## src/rtl/irq_tree_pkg.sv

```systemverilog
package irq_tree_pkg;
    // Register map
    localparam int unsigned A_GLAT      = 0;  // chip-wide latched, write one to clear
    localparam int unsigned A_GEN       = 1;  // chip-wide enables
    localparam int unsigned A_PSTAT     = 2;  // port summary bits, read-only
    localparam int unsigned A_PEN       = 3;  // port summary enables
    localparam int unsigned A_TOP       = 4;  // bit0 global enable, bit1 global status
    localparam int unsigned A_PORT_BASE = 8;  // port p latched at base+2p, enables at base+2p+1
    localparam int unsigned PORT_STRIDE = 2;
endpackage

```

## src/rtl/irq_edge_latch.sv

```systemverilog
module irq_edge_latch #(
    parameter int unsigned W = 4
) (
    input  logic         clk,
    input  logic         rst_n,
    input  logic [W-1:0] evt,
    input  logic         clr_we,
    input  logic [W-1:0] clr_mask,
    output logic [W-1:0] lat
);
    typedef struct packed {
        logic [W-1:0] prev;
        logic [W-1:0] lat;
    } st_t;

    st_t st_d, st_q;

    always_comb begin
        logic [W-1:0] rise;
        logic [W-1:0] kill;
        rise      = evt & ~st_q.prev;
        kill      = clr_we ? clr_mask : '0;
        st_d.prev = evt;
        // a new edge takes priority over a clear in the same cycle
        st_d.lat  = (st_q.lat & ~kill) | rise;
    end

    always_ff @(posedge clk or negedge rst_n) begin
        if (!rst_n) st_q <= '0;
        else        st_q <= st_d;
    end

    assign lat = st_q.lat;
endmodule

```

## src/rtl/irq_port_node.sv

```systemverilog
module irq_port_node #(
    parameter int unsigned W = 4
) (
    input  logic         clk,
    input  logic         rst_n,
    input  logic [W-1:0] evt,
    input  logic         lat_clr_we,
    input  logic         en_we,
    input  logic [W-1:0] wdata,
    output logic [W-1:0] lat,
    output logic [W-1:0] en,
    output logic         summary
);
    typedef struct packed {
        logic [W-1:0] en;
    } st_t;

    st_t st_d, st_q;

    irq_edge_latch #(.W(W)) u_lat (
        .clk      (clk),
        .rst_n    (rst_n),
        .evt      (evt),
        .clr_we   (lat_clr_we),
        .clr_mask (wdata),
        .lat      (lat)
    );

    always_comb begin
        st_d = st_q;
        if (en_we) st_d.en = wdata;
    end

    always_ff @(posedge clk or negedge rst_n) begin
        if (!rst_n) st_q <= '0;
        else        st_q <= st_d;
    end

    assign en      = st_q.en;
    assign summary = |(lat & st_q.en);
endmodule

```

## src/rtl/irq_out_stage.sv

```systemverilog
module irq_out_stage #(
    parameter int unsigned NUM_PORTS = 4,
    parameter int unsigned GLB_BITS  = 4
) (
    input  logic [GLB_BITS-1:0]  glb_lat,
    input  logic [GLB_BITS-1:0]  glb_en,
    input  logic [NUM_PORTS-1:0] psum,
    input  logic [NUM_PORTS-1:0] psum_en,
    input  logic                 gsum_en,
    output logic                 gsum_status,
    output logic                 irq_n
);
    logic glb_hit;

    always_comb begin
        glb_hit     = |(glb_lat & glb_en);
        gsum_status = |(psum & psum_en);
        irq_n       = ~(glb_hit | (gsum_en & gsum_status));
    end
endmodule

```

## src/rtl/irq_tree.sv

```systemverilog
module irq_tree
    import irq_tree_pkg::*;
#(
    parameter int unsigned NUM_PORTS = 4,
    parameter int unsigned PORT_BITS = 4,
    parameter int unsigned GLB_BITS  = 4,
    parameter int unsigned ADDR_W    = 5,
    parameter int unsigned DATA_W    = 8
) (
    input  logic                           clk,
    input  logic                           rst_n,
    input  logic [GLB_BITS-1:0]            glb_evt,
    input  logic [NUM_PORTS*PORT_BITS-1:0] port_evt,
    input  logic                           bus_sel,
    input  logic                           bus_we,
    input  logic [ADDR_W-1:0]              bus_addr,
    input  logic [DATA_W-1:0]              bus_wdata,
    output logic [DATA_W-1:0]              bus_rdata,
    output logic                           irq_n
);
    localparam int unsigned LAST_ADDR = A_PORT_BASE + PORT_STRIDE * NUM_PORTS - 1;

    typedef struct packed {
        logic [GLB_BITS-1:0]  glb_en;
        logic [NUM_PORTS-1:0] psum_en;
        logic                 gsum_en;
    } ctl_t;

    ctl_t ctl_d, ctl_q;

    logic                 wr;
    logic [GLB_BITS-1:0]  glb_lat;
    logic [NUM_PORTS-1:0] psum;
    logic                 gsum_status;
    logic [PORT_BITS-1:0] plat [NUM_PORTS];
    logic [PORT_BITS-1:0] pen  [NUM_PORTS];
    logic                 unused_wdata_bits;

    assign wr                = bus_sel & bus_we;
    assign unused_wdata_bits = ^bus_wdata;

    irq_edge_latch #(.W(GLB_BITS)) u_glb (
        .clk      (clk),
        .rst_n    (rst_n),
        .evt      (glb_evt),
        .clr_we   (wr && (bus_addr == ADDR_W'(A_GLAT))),
        .clr_mask (bus_wdata[GLB_BITS-1:0]),
        .lat      (glb_lat)
    );

    for (genvar p = 0; p < NUM_PORTS; p++) begin : g_port
        irq_port_node #(.W(PORT_BITS)) u_node (
            .clk        (clk),
            .rst_n      (rst_n),
            .evt        (port_evt[p*PORT_BITS +: PORT_BITS]),
            .lat_clr_we (wr && (bus_addr == ADDR_W'(A_PORT_BASE + PORT_STRIDE*p))),
            .en_we      (wr && (bus_addr == ADDR_W'(A_PORT_BASE + PORT_STRIDE*p + 1))),
            .wdata      (bus_wdata[PORT_BITS-1:0]),
            .lat        (plat[p]),
            .en         (pen[p]),
            .summary    (psum[p])
        );
    end

    irq_out_stage #(.NUM_PORTS(NUM_PORTS), .GLB_BITS(GLB_BITS)) u_out (
        .glb_lat     (glb_lat),
        .glb_en      (ctl_q.glb_en),
        .psum        (psum),
        .psum_en     (ctl_q.psum_en),
        .gsum_en     (ctl_q.gsum_en),
        .gsum_status (gsum_status),
        .irq_n       (irq_n)
    );

    // control register next state
    always_comb begin
        ctl_d = ctl_q;
        if (wr) begin
            if (bus_addr == ADDR_W'(A_GEN)) ctl_d.glb_en  = bus_wdata[GLB_BITS-1:0];
            if (bus_addr == ADDR_W'(A_PEN)) ctl_d.psum_en = bus_wdata[NUM_PORTS-1:0];
            if (bus_addr == ADDR_W'(A_TOP)) ctl_d.gsum_en = bus_wdata[0];
        end
    end

    always_ff @(posedge clk or negedge rst_n) begin
        if (!rst_n) ctl_q <= '0;
        else        ctl_q <= ctl_d;
    end

    // read mux
    always_comb begin
        bus_rdata = '0;
        if (bus_addr == ADDR_W'(A_GLAT))  bus_rdata = DATA_W'(glb_lat);
        if (bus_addr == ADDR_W'(A_GEN))   bus_rdata = DATA_W'(ctl_q.glb_en);
        if (bus_addr == ADDR_W'(A_PSTAT)) bus_rdata = DATA_W'(psum);
        if (bus_addr == ADDR_W'(A_PEN))   bus_rdata = DATA_W'(ctl_q.psum_en);
        if (bus_addr == ADDR_W'(A_TOP))   bus_rdata = DATA_W'({gsum_status, ctl_q.gsum_en});
        if (bus_addr <= ADDR_W'(LAST_ADDR)) begin
            for (int p = 0; p < NUM_PORTS; p++) begin
                if (bus_addr == ADDR_W'(A_PORT_BASE + PORT_STRIDE*p))     bus_rdata = DATA_W'(plat[p]);
                if (bus_addr == ADDR_W'(A_PORT_BASE + PORT_STRIDE*p + 1)) bus_rdata = DATA_W'(pen[p]);
            end
        end
    end
endmodule

```

## config.mk

```make
export PLATFORM = sky130hd
export DESIGN_NAME = irq_tree
export DESIGN_NICKNAME = d
export VERILOG_FILES = /design/src/rtl/irq_tree_pkg.sv /design/src/rtl/irq_edge_latch.sv /design/src/rtl/irq_port_node.sv /design/src/rtl/irq_out_stage.sv /design/src/rtl/irq_tree.sv
export SDC_FILE = /design/constraint.sdc
export NUM_CORES = 1
export LEC_CHECK = 0
export ABC_AREA = 1
export BUFFER_PORTS_ARGS = -buffer_cell sky130_fd_sc_hd__buf_4
export CORE_AREA = 5 5 64 95
export CTS_CLUSTER_DIAMETER = 60
export DETAILED_ROUTE_END_ITERATION = 12
export DIE_AREA = 0 0 69 100
export PLACE_DENSITY = 0.85
export SLEW_MARGIN = 20
export SYNTH_ARGS = -nofsm -noshare
export SYNTH_HDL_FRONTEND = slang
export SYNTH_SLANG_ARGS = --single-unit
export TNS_END_PERCENT = 100
```

## constraint.sdc

```tcl
create_clock -name clk -period 2.45 [get_ports clk]
set_input_delay 0.49 -clock clk [delete_from_list [all_inputs] [get_ports clk]]
set_output_delay 0.49 -clock clk [all_outputs]
set_load 0.01 [all_outputs]
```

==> results by group, run 1 <==
Synthesis
  • Post-synth top cells: 122 x nand2_1, 65 x dfrtp_1, 57 x o21ai_0, 43 x inv_1, 25 x nor2_1
  • Sequential cell area fraction in the yosys report: 54.81%
  • Post-synthesis cell count: 372
  • Post-Synth Simple-Gate Area: 24.11%
  • Complex-gate fraction of the synthesized area: 13.11%
  • Number of synthesized flops with an enable pin: 0
  • Mux share of post-synthesis cell area: 0%
  • Area contributors post-synth: dfrtp_1 55%, nand2_1 15%, o21ai_0 9.6%
  • Most frequent cell after synthesis: nand2_1
  • Synth Area in XOR/XNOR: 0%
  • Post-Syn Area: 0.002968 mm²
  • Main combinational cell family by area after synthesis: simple AND/OR/NAND/NOR gates
  • Asr flop ratio synth: 100.0%
  • Unique cell type count in the Yosys netlist: 21
  • Area leader, netlist: dfrtp_1
  • Primary FF master, synth: dfrtp_1
  • Area share of the leading cell type in the synthesized netlist: 54.81%
  • Avg Cell Area, Syn: 7.978 µm²
  • Synth Warn #: 0
  • Area share of fa/ha/maj cells after synthesis: 0%
  • Seq cells post-synth: 65

Critical path
  • Worst Path Arrival: 1.89 ns
  • CP Launch Type: flip-flop
  • CP dominant cell by count: nand2_1
  • Worst path cell trace: nand2_1 > nand2_1 > nor2_4 > nor2_2 > nor2_2 > nand2_1 > nand2_1 > nand3_1 > nand2_1 > nand3_2 > nand2_1 > nand4_1 > buf_4
  • Critical path's slowest cell: dfrtp_1
  • Worst endpoint required time: 1.96 ns
  • Crit path largest cell delay: 0.40 ns
  • Crit-path max FO: 3
  • Critical path capture point type: output pin
  • Crit path kind: flip-flop to output pin

Timing
  • Final worst slack: 0.06525 ns
  • Worst slew pin tran: 0.7952 ns
  • Max frequency: 0.4193 GHz
  • Slew margin rel.: 46.99%
  • Final-report max-slew violation count: 0
  • Final setup fails: 0
  • Final Cycle Share: 97.34%
  • RSZ-0062 raised after global routing: true
  • Final hold viol count: 0
  • Worst Skew: 0.003044 ns
  • Fin crit period: 2.385 ns

Drt
  • Final wirelength: 6.533 mm
  • DR vias/cell: 5.082
  • DRC Markers: 0
  • Post-route ant nets: 0
  • Iteration-0 DRC Markers: 166
  • Via Count: 2490
  • DR WL/cell: 13.33 µm
  • DR pass1 iterations: 4

GRT
  • Total GRT Usage: 20.14%
  • Remaining global-route overflow: 0
  • Initial antenna violation count: 0
  • Vias in the first global route: 2464
  • Largest net degree at the start of global routing: 66
  • Global-route wire length before repair: 11.03 mm

Final layout
  • Number of diodes: 0
  • Layout net count: 454
  • Final core occ: 69.31%
  • Layout cell share with drive strength beyond 1: 18.96%
  • Fillers: 437
  • Synthesis-to-layout area growth: 19.69%
  • Post-route insts no fill: 490

Clock tree
  • CTS tree: done
  • CTS Root Cell: clkbuf_8
  • H-tree lvl count: 3
  • Hold-fix buffers at CTS: 0
  • CTS buffer count: 9
  • Clk slew on worst S/H paths: 0.07 ns
  • Clock Latency Late Sink: 0.34 ns
  • CTS max path bufs: 2
  • # clock sinks: 65

Flow run
  • Max Cap Violations: 0

Placement
  • Post-Place Worst Slack: 0.1923 ns
  • Port Buf Inserts: 37
  • DP HPWL: 4.576 mm
  • Post-Place Cells: 471
  • Placer Congestion: 0.9063

Min path
  • Hold/Removal Path Class: primary input to asynchronous set/reset pin

Pwr
  • P_leak: 1.745 nW
  • Max VDD drop: 0.4230 mV
  • Pwr dens: 680.4 mW/mm²

Floorplanning
  • Width of the die: 69 µm
  • Initial Utilization: 57.91%
  • Die H: 100 µm
  • Core area: 0.005125 mm²
  • # IOs: 46
  • Row Count: 32
  • Die footprint: 0.006900 mm²

Run status
  • Run status: completed
==> where the power goes <==
| part | leakage (nW) | internal (mW) | switching (mW) |
|---|---|---|---|
| logic | 0.908 | 0.135 | 0.196 |
| clock network | 0.0953 | 0.494 | 0.391 |
| registers | 0.743 | 1.15 | 0.0519 |
==> timing repair <==
item | in CTS | in global routing
resized for setup | 1 | 12
buffers inserted | 0 | 3
endpoints found under the setup margin | 1 | 4
pin swaps | 0 | 9
==> sequential cells by signal, summed over array words and instances, names as in the netlist <==
register / cells
ctl_q: 9
u_glb.lat: 4
g_port.u_node.u_lat.st_q: 16
g_port.u_node.u_lat.lat: 16
u_glb.st_q: 4
g_port.u_node.en: 16
==> cells in the final DEF, fill, tap and decap left out, types with 2 or more instances in the layout <==
cell and instances:
clkinv_2 2, o21ai_1 12, nor2_4 5, nand3_1 5, nand2_1 120, a21oi_1 6
inv_2 6, nor2_2 7, buf_4 39, clkbuf_8 10, nand4_1 7, clkinvlp_4 2
conb_1 4, inv_1 43, nor2_1 20, dfrtp_1 65, nand2_2 3, o21ai_0 56
==> worst paths after layout <==
kind | to | cells after the start | slack, ns | start
max | bus_rdata[1] | 13 | 0.07 | g_port[3].u_node.en[0]
min | u_glb.st_q[6] | 1 | 0.24 | rst_n
max reg2reg | g_port[2].u_node.u_lat.lat[1] | 2 | 1.71 | g_port[2].u_node.u_lat.lat[1]
min reg2reg | g_port[1].u_node.u_lat.lat[0] | 1 | 0.41 | g_port[1].u_node.u_lat.st_q[4]
max in group asynchronous | g_port[1].u_node.en[0] | 1 | 1.69 | rst_n
min in group clk | u_glb.st_q[6] | 1 | 0.26 | glb_evt[2]
==> worst max-delay path, delay by kind of cell (launching register included) <==
| family | cells | cell delay (ns) |
|---|---|---|
| simple gates | 12 | 0.99 |
| flops | 1 | 0.40 |
| buf+inv | 1 | 0.16 |
==> kinds of logic after synthesis <==
group	Yosys count
other	1
AO/OA/AOI/OAI	77
AND/OR/NAND/NOR	171
flip-flops	65
buffers and inverters	58
==> cell type report <==
class / count / area, µm² / share of cell area (%)
clock buffer: 11 / 141.4 / 3.980
timing repair buffer: 40 / 304.0 / 8.559
inverter: 49 / 183.9 / 5.178
multi-input combinational: 252 / 1156 / 32.55
sequential: 65 / 1627 / 45.79
tap: 68 / 85.08 / 2.395
clock inverter: 5 / 55.05 / 1.550
==> stage by stage <==
step | instance area (µm²) | hold slack (ns) | total power [mW] | TNS, ns
2_1_floorplan | 2979 | 0.1944 | 1.377 | 0
3_3_place_gp | 3293 | 0.4012 | 1.501 | 0
3_5_place_dp | 3293 | 0.4055 | 1.513 | 0
4_1_cts | 3492 | 0.2530 | 2.400 | 0
5_1_grt | 3552 | 0.2387 | 2.542 | -0.05357
6_report | 3552 | 0.2375 | 2.417 | 0
==> routing by layer <==
layer	GRT usage, %	wire [µm]	part of all wire [%]
met4	9.023	116	1.8
met3	6.112	361	5.5
met1	23.84	2713	42
met5	0	0	0
met2	33.75	3341	51
(Power assumes the default switching activity.)
==> run 2: changes to the inputs <==
==> constraint.sdc (replaced) <==
create_clock -name clk -period 2.45 [get_ports clk]
set_input_delay 0.245 -clock clk [delete_from_list [all_inputs] [get_ports clk]]
set_output_delay 0.245 -clock clk [all_outputs]
set_load 0.01 [all_outputs]
==> run 2 against run 1 <==
Effect of this change: the run now ends with negative hold slack left; sequential power about the same; non-clock buffer count increased by 14; sequential cell count stayed put; first-iteration DRC count rose by 60%; critical path type unchanged; largest cell class unchanged.
==> results by group, run 2 (synthesized netlist as in run 1, its figures left out) <==
Run status
  • Run status: finished with violations
  • Failing checks: negative hold slack

Clock tree
  • CTS max path bufs: 2 (unchanged)
  • CTS buffer count: 9 (unchanged)
  • H-tree lvl count: 3 (unchanged)
  • Clock Latency Late Sink: 0.35 ns (about the same)
  • CTS tree: done
  • Clk slew on worst S/H paths: 0.08 ns (about the same)
  • # clock sinks: 65 (unchanged)
  • Hold-fix buffers at CTS: 13 (+13)
  • CTS Root Cell: clkbuf_8
  • Post-CTS Setup Bufs: 0 (unchanged)
  • Post-CTS Resized: 0 (-1)

Timing
  • Final setup fails: 0 (unchanged)
  • Final Cycle Share: 89.33% (-8.0 points)
  • Setup TNS: 0 ns (unchanged)
  • Fin crit period: 2.188 ns (-0.1963 ns)
  • Worst slew pin tran: 0.7953 ns (+0.00003427 ns)
  • Final-report max-slew violation count: 0 (unchanged)
  • Hold WS: -0.02336 ns (-0.2609 ns)
  • Final hold viol count: 29 (+29)
  • Worst Skew: 0.004400 ns (+0.001356 ns)
  • RSZ-0062 raised after global routing: false
  • Slew margin rel.: 46.98% (about the same)
  • Max frequency: 0.4569 GHz (+9.0%)

Placement
  • DP HPWL: 4.706 mm (+2.8%)
  • Port Buf Inserts: 37 (unchanged)
  • Placed cell area: 0.003293 mm² (unchanged)
  • Placer Congestion: 0.9115 (+0.57%)

GRT
  • Total GRT Usage: 21.60% (+1.5 points)
  • Remaining global-route overflow: 0 (unchanged)
  • Largest net degree at the start of global routing: 66 (unchanged)
  • Global-route wire length before repair: 11.69 mm (+6.0%)
  • Vias in the first global route: 2627 (+6.6%)
  • Initial antenna violation count: 0 (unchanged)

Critical path
  • Critical path capture point type: output pin
  • CP Launch Type: flip-flop
  • Crit-path max FO: 3 (unchanged)
  • Worst endpoint required time: 2.20 ns (+0.24 ns)
  • Worst Path Arrival: 1.94 ns (+0.05 ns)
  • Critical path's slowest cell: dfrtp_1
  • Worst path cell trace: nand2_1 > nand2_1 > nor2_1 > nor2_1 > nor2_1 > nand2_1 > nand2_1 > nand3_1 > nand2_1 > nand3_1 > nand2_1 > nand4_1 > buf_4
  • CP dominant cell by count: nand2_1
  • Crit path largest cell delay: 0.40 ns (about the same)
  • Crit path kind: flip-flop to output pin

Final layout
  • Fillers: 421 (-3.7%)
  • Layout cell share with drive strength beyond 1: 15.60% (-3.4 points)
  • Layout net count: 468 (+3.1%)
  • Synthesis-to-layout area growth: 24.11%
  • Design area: 0.003684 mm² (+3.7%)
  • Number of diodes: 0 (unchanged)
  • Most frequent cells in the layout: 122 x nand2_1, 65 x dfrtp_1, 57 x o21ai_0
  • Commonest non-fill, non-tap cell in the layout: nand2_1

Floorplanning
  • # IOs: 46 (unchanged)
  • Row Count: 32 (unchanged)
  • Core area: 0.005125 mm² (unchanged)
  • Die footprint: 0.006900 mm² (unchanged)
  • Die H: 100 µm (unchanged)
  • Initial Utilization: 57.91% (unchanged)
  • Width of the die: 69 µm (unchanged)

Flow run
  • Max Cap Violations: 0 (unchanged)

Drt
  • Met3 routed WL: 429 µm (+19%)
  • DR pass1 iterations: 5 (+1)
  • Via Count: 2617 (+5.1%)
  • DRC Markers: 0 (unchanged)
  • Routed length on met2: 3.491 mm (+4.5%)
  • Iteration-0 DRC Markers: 266 (+60%)
  • DR vias/cell: 5.192 (+2.2%)
  • Post-route ant nets: 0 (unchanged)
  • Top Metal Used: met4
  • Final wirelength: 6.773 mm (+3.7%)
  • Wire length on met1: 2.625 mm (-3.2%)
  • DR WL/cell: 13.44 µm (+0.79%)

Pwr
  • Max VDD drop: 0.5150 mV (+22%)
  • P_leak: 1.798 nW (+3.0%)
  • Overall power: 2.517 mW (+4.1%)
  • Pwr dens: 683.3 mW/mm² (+0.43%)

Min path
  • Hold/Removal Path Class: primary input to asynchronous set/reset pin
## run 2: cell count changes in the layout (fill, tap and decap cells not counted), sizes merged
cell and change:
bufinv +1, clkbuf -1, dlygate4sd3 +17, buf -3
## run 2: critical path, delay by kind of cell, from the launching register on
family,cells,cell delay [ns]
and+or+nand+nor,12,1.04
DFF,1,0.40
buffers and inverters,1,0.16
## run 2: layer usage
layer / vias to the layer above / track usage (%)
met1: 1228 / 23.77
met3: 23 / 6.112
met4: 0 / 13.53
met5: - / 0
li1: 1289 / -
met2: 77 / 36.62
## run 2: per-stage QoR
step	util [%]	setup WS (ns)	instances	hold WS (ns)
final	71.88	0.2615	504	-0.02336
after detailed placement	64.26	0.6490	471	0.3641
after CTS	71.09	0.2573	500	0.0006419
after floorplan	-	1.037	375	-0.05059
after global routing	71.88	0.04629	504	0.0004906
after global placement	64.26	0.6572	471	0.3633
## run 2: worst paths after layout
check | start | slack [ns] | cells past startpoint | endpoint
max in group asynchronous | rst_n | 1.94 | 1 | g_port[3].u_node.en[3]
hold reg to reg | g_port[3].u_node.u_lat.st_q[4] | 0.41 | 1 | g_port[3].u_node.u_lat.lat[0]
setup reg to reg | g_port[3].u_node.en[1] | 1.67 | 2 | g_port[3].u_node.en[1]
min in group clk | port_evt[1] | 0.02 | 1 | g_port[0].u_node.u_lat.st_q[5]
setup / recovery | g_port[2].u_node.u_lat.lat[2] | 0.26 | 13 | bus_rdata[1]
hold / removal | rst_n | -0.02 | 1 | u_glb.st_q[6]
## run 2: layout make-up
cell class                      count  area, µm²  area share [%]
Clock inverter                      6      92.59           2.514
Multi-Input combinational cell    252       1120           30.40
Tap cell                           68      85.08           2.310
Inverter                           49      183.9           4.993
Sequential cell                    65       1627           44.16
Clock buffer                       10      127.6           3.465
Timing Repair Buffer               54      447.9           12.16
## run 2: report_power, final
| part | internal (mW) | switching [mW] | leakage [nW] |
|---|---|---|---|
| Sequential | 1.15 | 0.0507 | 0.743 |
| Combinational | 0.135 | 0.182 | 0.953 |
| Clock | 0.576 | 0.425 | 0.103 |
| Total | 1.86 | 0.658 | 1.80 |
==> run 3: changes to the inputs <==
--- a/config.mk
+++ b/config.mk
@@ -7,10 +7,10 @@
 export LEC_CHECK = 0
 export ABC_AREA = 1
 export BUFFER_PORTS_ARGS = -buffer_cell sky130_fd_sc_hd__buf_4
-export CORE_AREA = 5 5 64 95
+export CORE_AREA = 2 2 61 92
 export CTS_CLUSTER_DIAMETER = 60
 export DETAILED_ROUTE_END_ITERATION = 12
-export DIE_AREA = 0 0 69 100
+export DIE_AREA = 0 0 63 94
 export PLACE_DENSITY = 0.85
 export SLEW_MARGIN = 20
 export SYNTH_ARGS = -nofsm -noshare
==> run 3 against run 2 <==
Effect of this change: the flow still finishes with violations (negative hold slack); wire length shrank 2.7%; critical endpoint unchanged; final cell count shrank 3.6%; sequential power is essentially flat; via count shrank 4.6%; fmax shrank 0.38%; clock power is essentially flat; count of clock-buffer cells in the layout grew 2; global-route usage grew 3.5 points.
==> results by group, run 3 (synthesized netlist as in run 1, its figures left out) <==
Final layout
  • Commonest non-fill, non-tap cell in the layout: nand2_1
  • Layout cell share with drive strength beyond 1: 15.79% (+0.19 points)
  • Synthesis-to-layout area growth: 18.04%
  • Design area: 0.003503 mm² (-4.9%)
  • Final core occ: 68.90% (-3.0 points)
  • Most frequent cells in the layout: 122 x nand2_1, 65 x dfrtp_1, 57 x o21ai_0
  • Post-route insts no fill: 486 (-3.6%)
  • Layout net count: 451 (-3.6%)
  • Number of diodes: 0 (unchanged)

Pwr
  • Int Pwr: 1.861 mW (about the same)
  • Sequential share of power: 48.8% (+1.2 points)
  • Switching Share: 24.53% (-1.6 points)
  • Max VDD drop: 0.6753 mV (+31%)
  • Pwr dens: 703.8 mW/mm² (+3.0%)
  • P_leak: 1.731 nW (-3.7%)
  • Combinational power share: 12.0% (-0.6 points)
  • Switching power: 604.9 µW (-8.1%)
  • Clock power frac: 39.3% (-0.5 points)

Floorplanning
  • Die footprint: 0.005922 mm² (-14%)
  • Core area: 0.005085 mm² (-0.78%)
  • # IOs: 46 (unchanged)
  • Row Count: 32 (unchanged)
  • Initial Utilization: 58.37% (+0.46 points)
  • Width of the die: 63 µm (-8.7%)
  • Die H: 94 µm (-6.0%)

Drt
  • DR WL/cell: 13.56 µm (+0.89%)
  • Via Count: 2496 (-4.6%)
  • DRC Markers: 0 (unchanged)
  • Wire length on met1: 2.732 mm (+4.1%)
  • Routed length on met2: 3.330 mm (-4.6%)
  • Met3 routed WL: 356 µm (-17%)
  • DR vias/cell: 5.136 (-1.1%)
  • Top Metal Used: met4
  • Iteration-0 DRC Markers: 214 (-20%)
  • Final wirelength: 6.589 mm (-2.7%)
  • Post-route ant nets: 0 (unchanged)
  • DR pass1 iterations: 4 (-1)

Placement
  • Placed cell area: 0.003293 mm² (unchanged)
  • DP HPWL: 4.746 mm (+0.85%)
  • Placer Congestion: 0.8713 (-4.4%)
  • Post-Place Cells: 471 (unchanged)
  • Port Buf Inserts: 37 (unchanged)

Critical path
  • Crit-path max FO: 3 (unchanged)
  • Worst Path Arrival: 1.95 ns (about the same)
  • Critical path capture point type: output pin
  • CP Launch Type: flip-flop
  • Crit path kind: flip-flop to output pin
  • Worst endpoint required time: 2.20 ns (about the same)

Min path
  • Hold/Removal Path Class: primary input to asynchronous set/reset pin

Timing
  • Setup TNS: 0 ns (unchanged)
  • Final hold viol count: 4 (-86%)
  • Final Cycle Share: 89.67% (+0.34 points)
  • Slew margin rel.: 46.73% (-0.26 points)
  • RSZ-0062 raised after global routing: false
  • Worst slew pin tran: 0.7991 ns (+0.003875 ns)
  • Final setup fails: 0 (unchanged)
  • Max frequency: 0.4552 GHz (-0.38%)
  • Hold WS: -0.006870 ns (+0.01649 ns)
  • Final-report max-slew violation count: 0 (unchanged)
  • Worst Skew: 0.005083 ns (+0.0006830 ns)
  • Fin crit period: 2.197 ns (+0.008380 ns)

Clock tree
  • # clock sinks: 65 (unchanged)
  • H-tree lvl count: 3 (unchanged)
  • CTS tree: done
  • Post-CTS Resized: 0 (unchanged)
  • Clock Latency Late Sink: 0.33 ns (-0.02 ns)
  • Hold-fix buffers at CTS: 0 (-13)
  • CTS Root Cell: clkbuf_8
  • Post-CTS Setup Bufs: 0 (unchanged)
  • CTS max path bufs: 2 (unchanged)
  • Clk slew on worst S/H paths: 0.06 ns (-0.02 ns)
  • CTS buffer count: 9 (unchanged)

GRT
  • Remaining global-route overflow: 0 (unchanged)
  • Total GRT Usage: 25.07% (+3.5 points)
  • Global-route wire length before repair: 11.30 mm (-3.4%)
  • Largest net degree at the start of global routing: 66 (unchanged)
  • Initial antenna violation count: 0 (unchanged)
  • Vias in the first global route: 2496 (-5.0%)

Flow run
  • Max Cap Violations: 0 (unchanged)

Run status
  • Run status: finished with violations
  • Failing checks: negative hold slack
[run 3: power groups by stage]
stage / logic (mW) / registers [mW] / clock network (mW)
floorplan: 0.173 / 1.20 / 0
global placement: 0.287 / 1.22 / 0
detailed placement: 0.297 / 1.22 / 0
CTS: 0.298 / 1.20 / 0.988
global route: 0.339 / 1.21 / 1.03
finish: 0.295 / 1.20 / 0.968
[run 3: layer usage]
layer | global-route usage (%) | up-vias
li1 | - | 1251
met2 | 41.76 | 71
met1 | 30.11 | 1159
met5 | 0 | -
met3 | 5.156 | 15
met4 | 14.26 | 0
[run 3: layout make-up]
class                      instances  area (µm²)
sequential                        65        1627
fill                             452        1582
multi-input combinational        252        1120
timing repair buffer              37       277.8
inverter                          49       183.9
clock buffer                      12       145.1
tap                               68       85.08
clock inverter                     3       65.06
[run 3: worst paths after layout]
check	startpoint	endpoint	slack [ns]	depth (start not counted)
min in group clk	port_evt[13]	g_port[3].u_node.u_lat.st_q[5]	0.02	1
max in group asynchronous	rst_n	g_port[3].u_node.en[3]	1.92	1
worst max register to register	ctl_q[0]	ctl_q[0]	1.68	2
worst min register to register	u_glb.st_q[7]	u_glb.lat[3]	0.41	1
worst min-delay path	rst_n	g_port[0].u_node.u_lat.lat[2]	-0.007	1
worst max-delay path	g_port[2].u_node.u_lat.lat[3]	bus_rdata[1]	0.25	13
[run 3: through the flow]
stage	setup WS, ns	hold slack [ns]	power, mW
3_3_place_gp	0.6333	0.3631	1.503
5_1_grt	0.04922	0.009480	2.577
2_1_floorplan	1.037	-0.05059	1.377
6_report	0.2532	-0.006870	2.466
3_5_place_dp	0.6130	0.3641	1.517
4_1_cts	0.2363	0.01207	2.487
[run 3: worst max-delay path: stages, from the launching register on]
cell and delay, ns:
dfrtp_1 0.40, nand2_1 0.07, nand2_1 0.05, nor2_1 0.22, nor2_1 0.07, nor2_1 0.12
nand2_1 0.09, nand2_1 0.07, nand3_1 0.07, nand2_1 0.07, nand3_1 0.07, nand2_1 0.07
nand4_1 0.08, buf_4 0.16
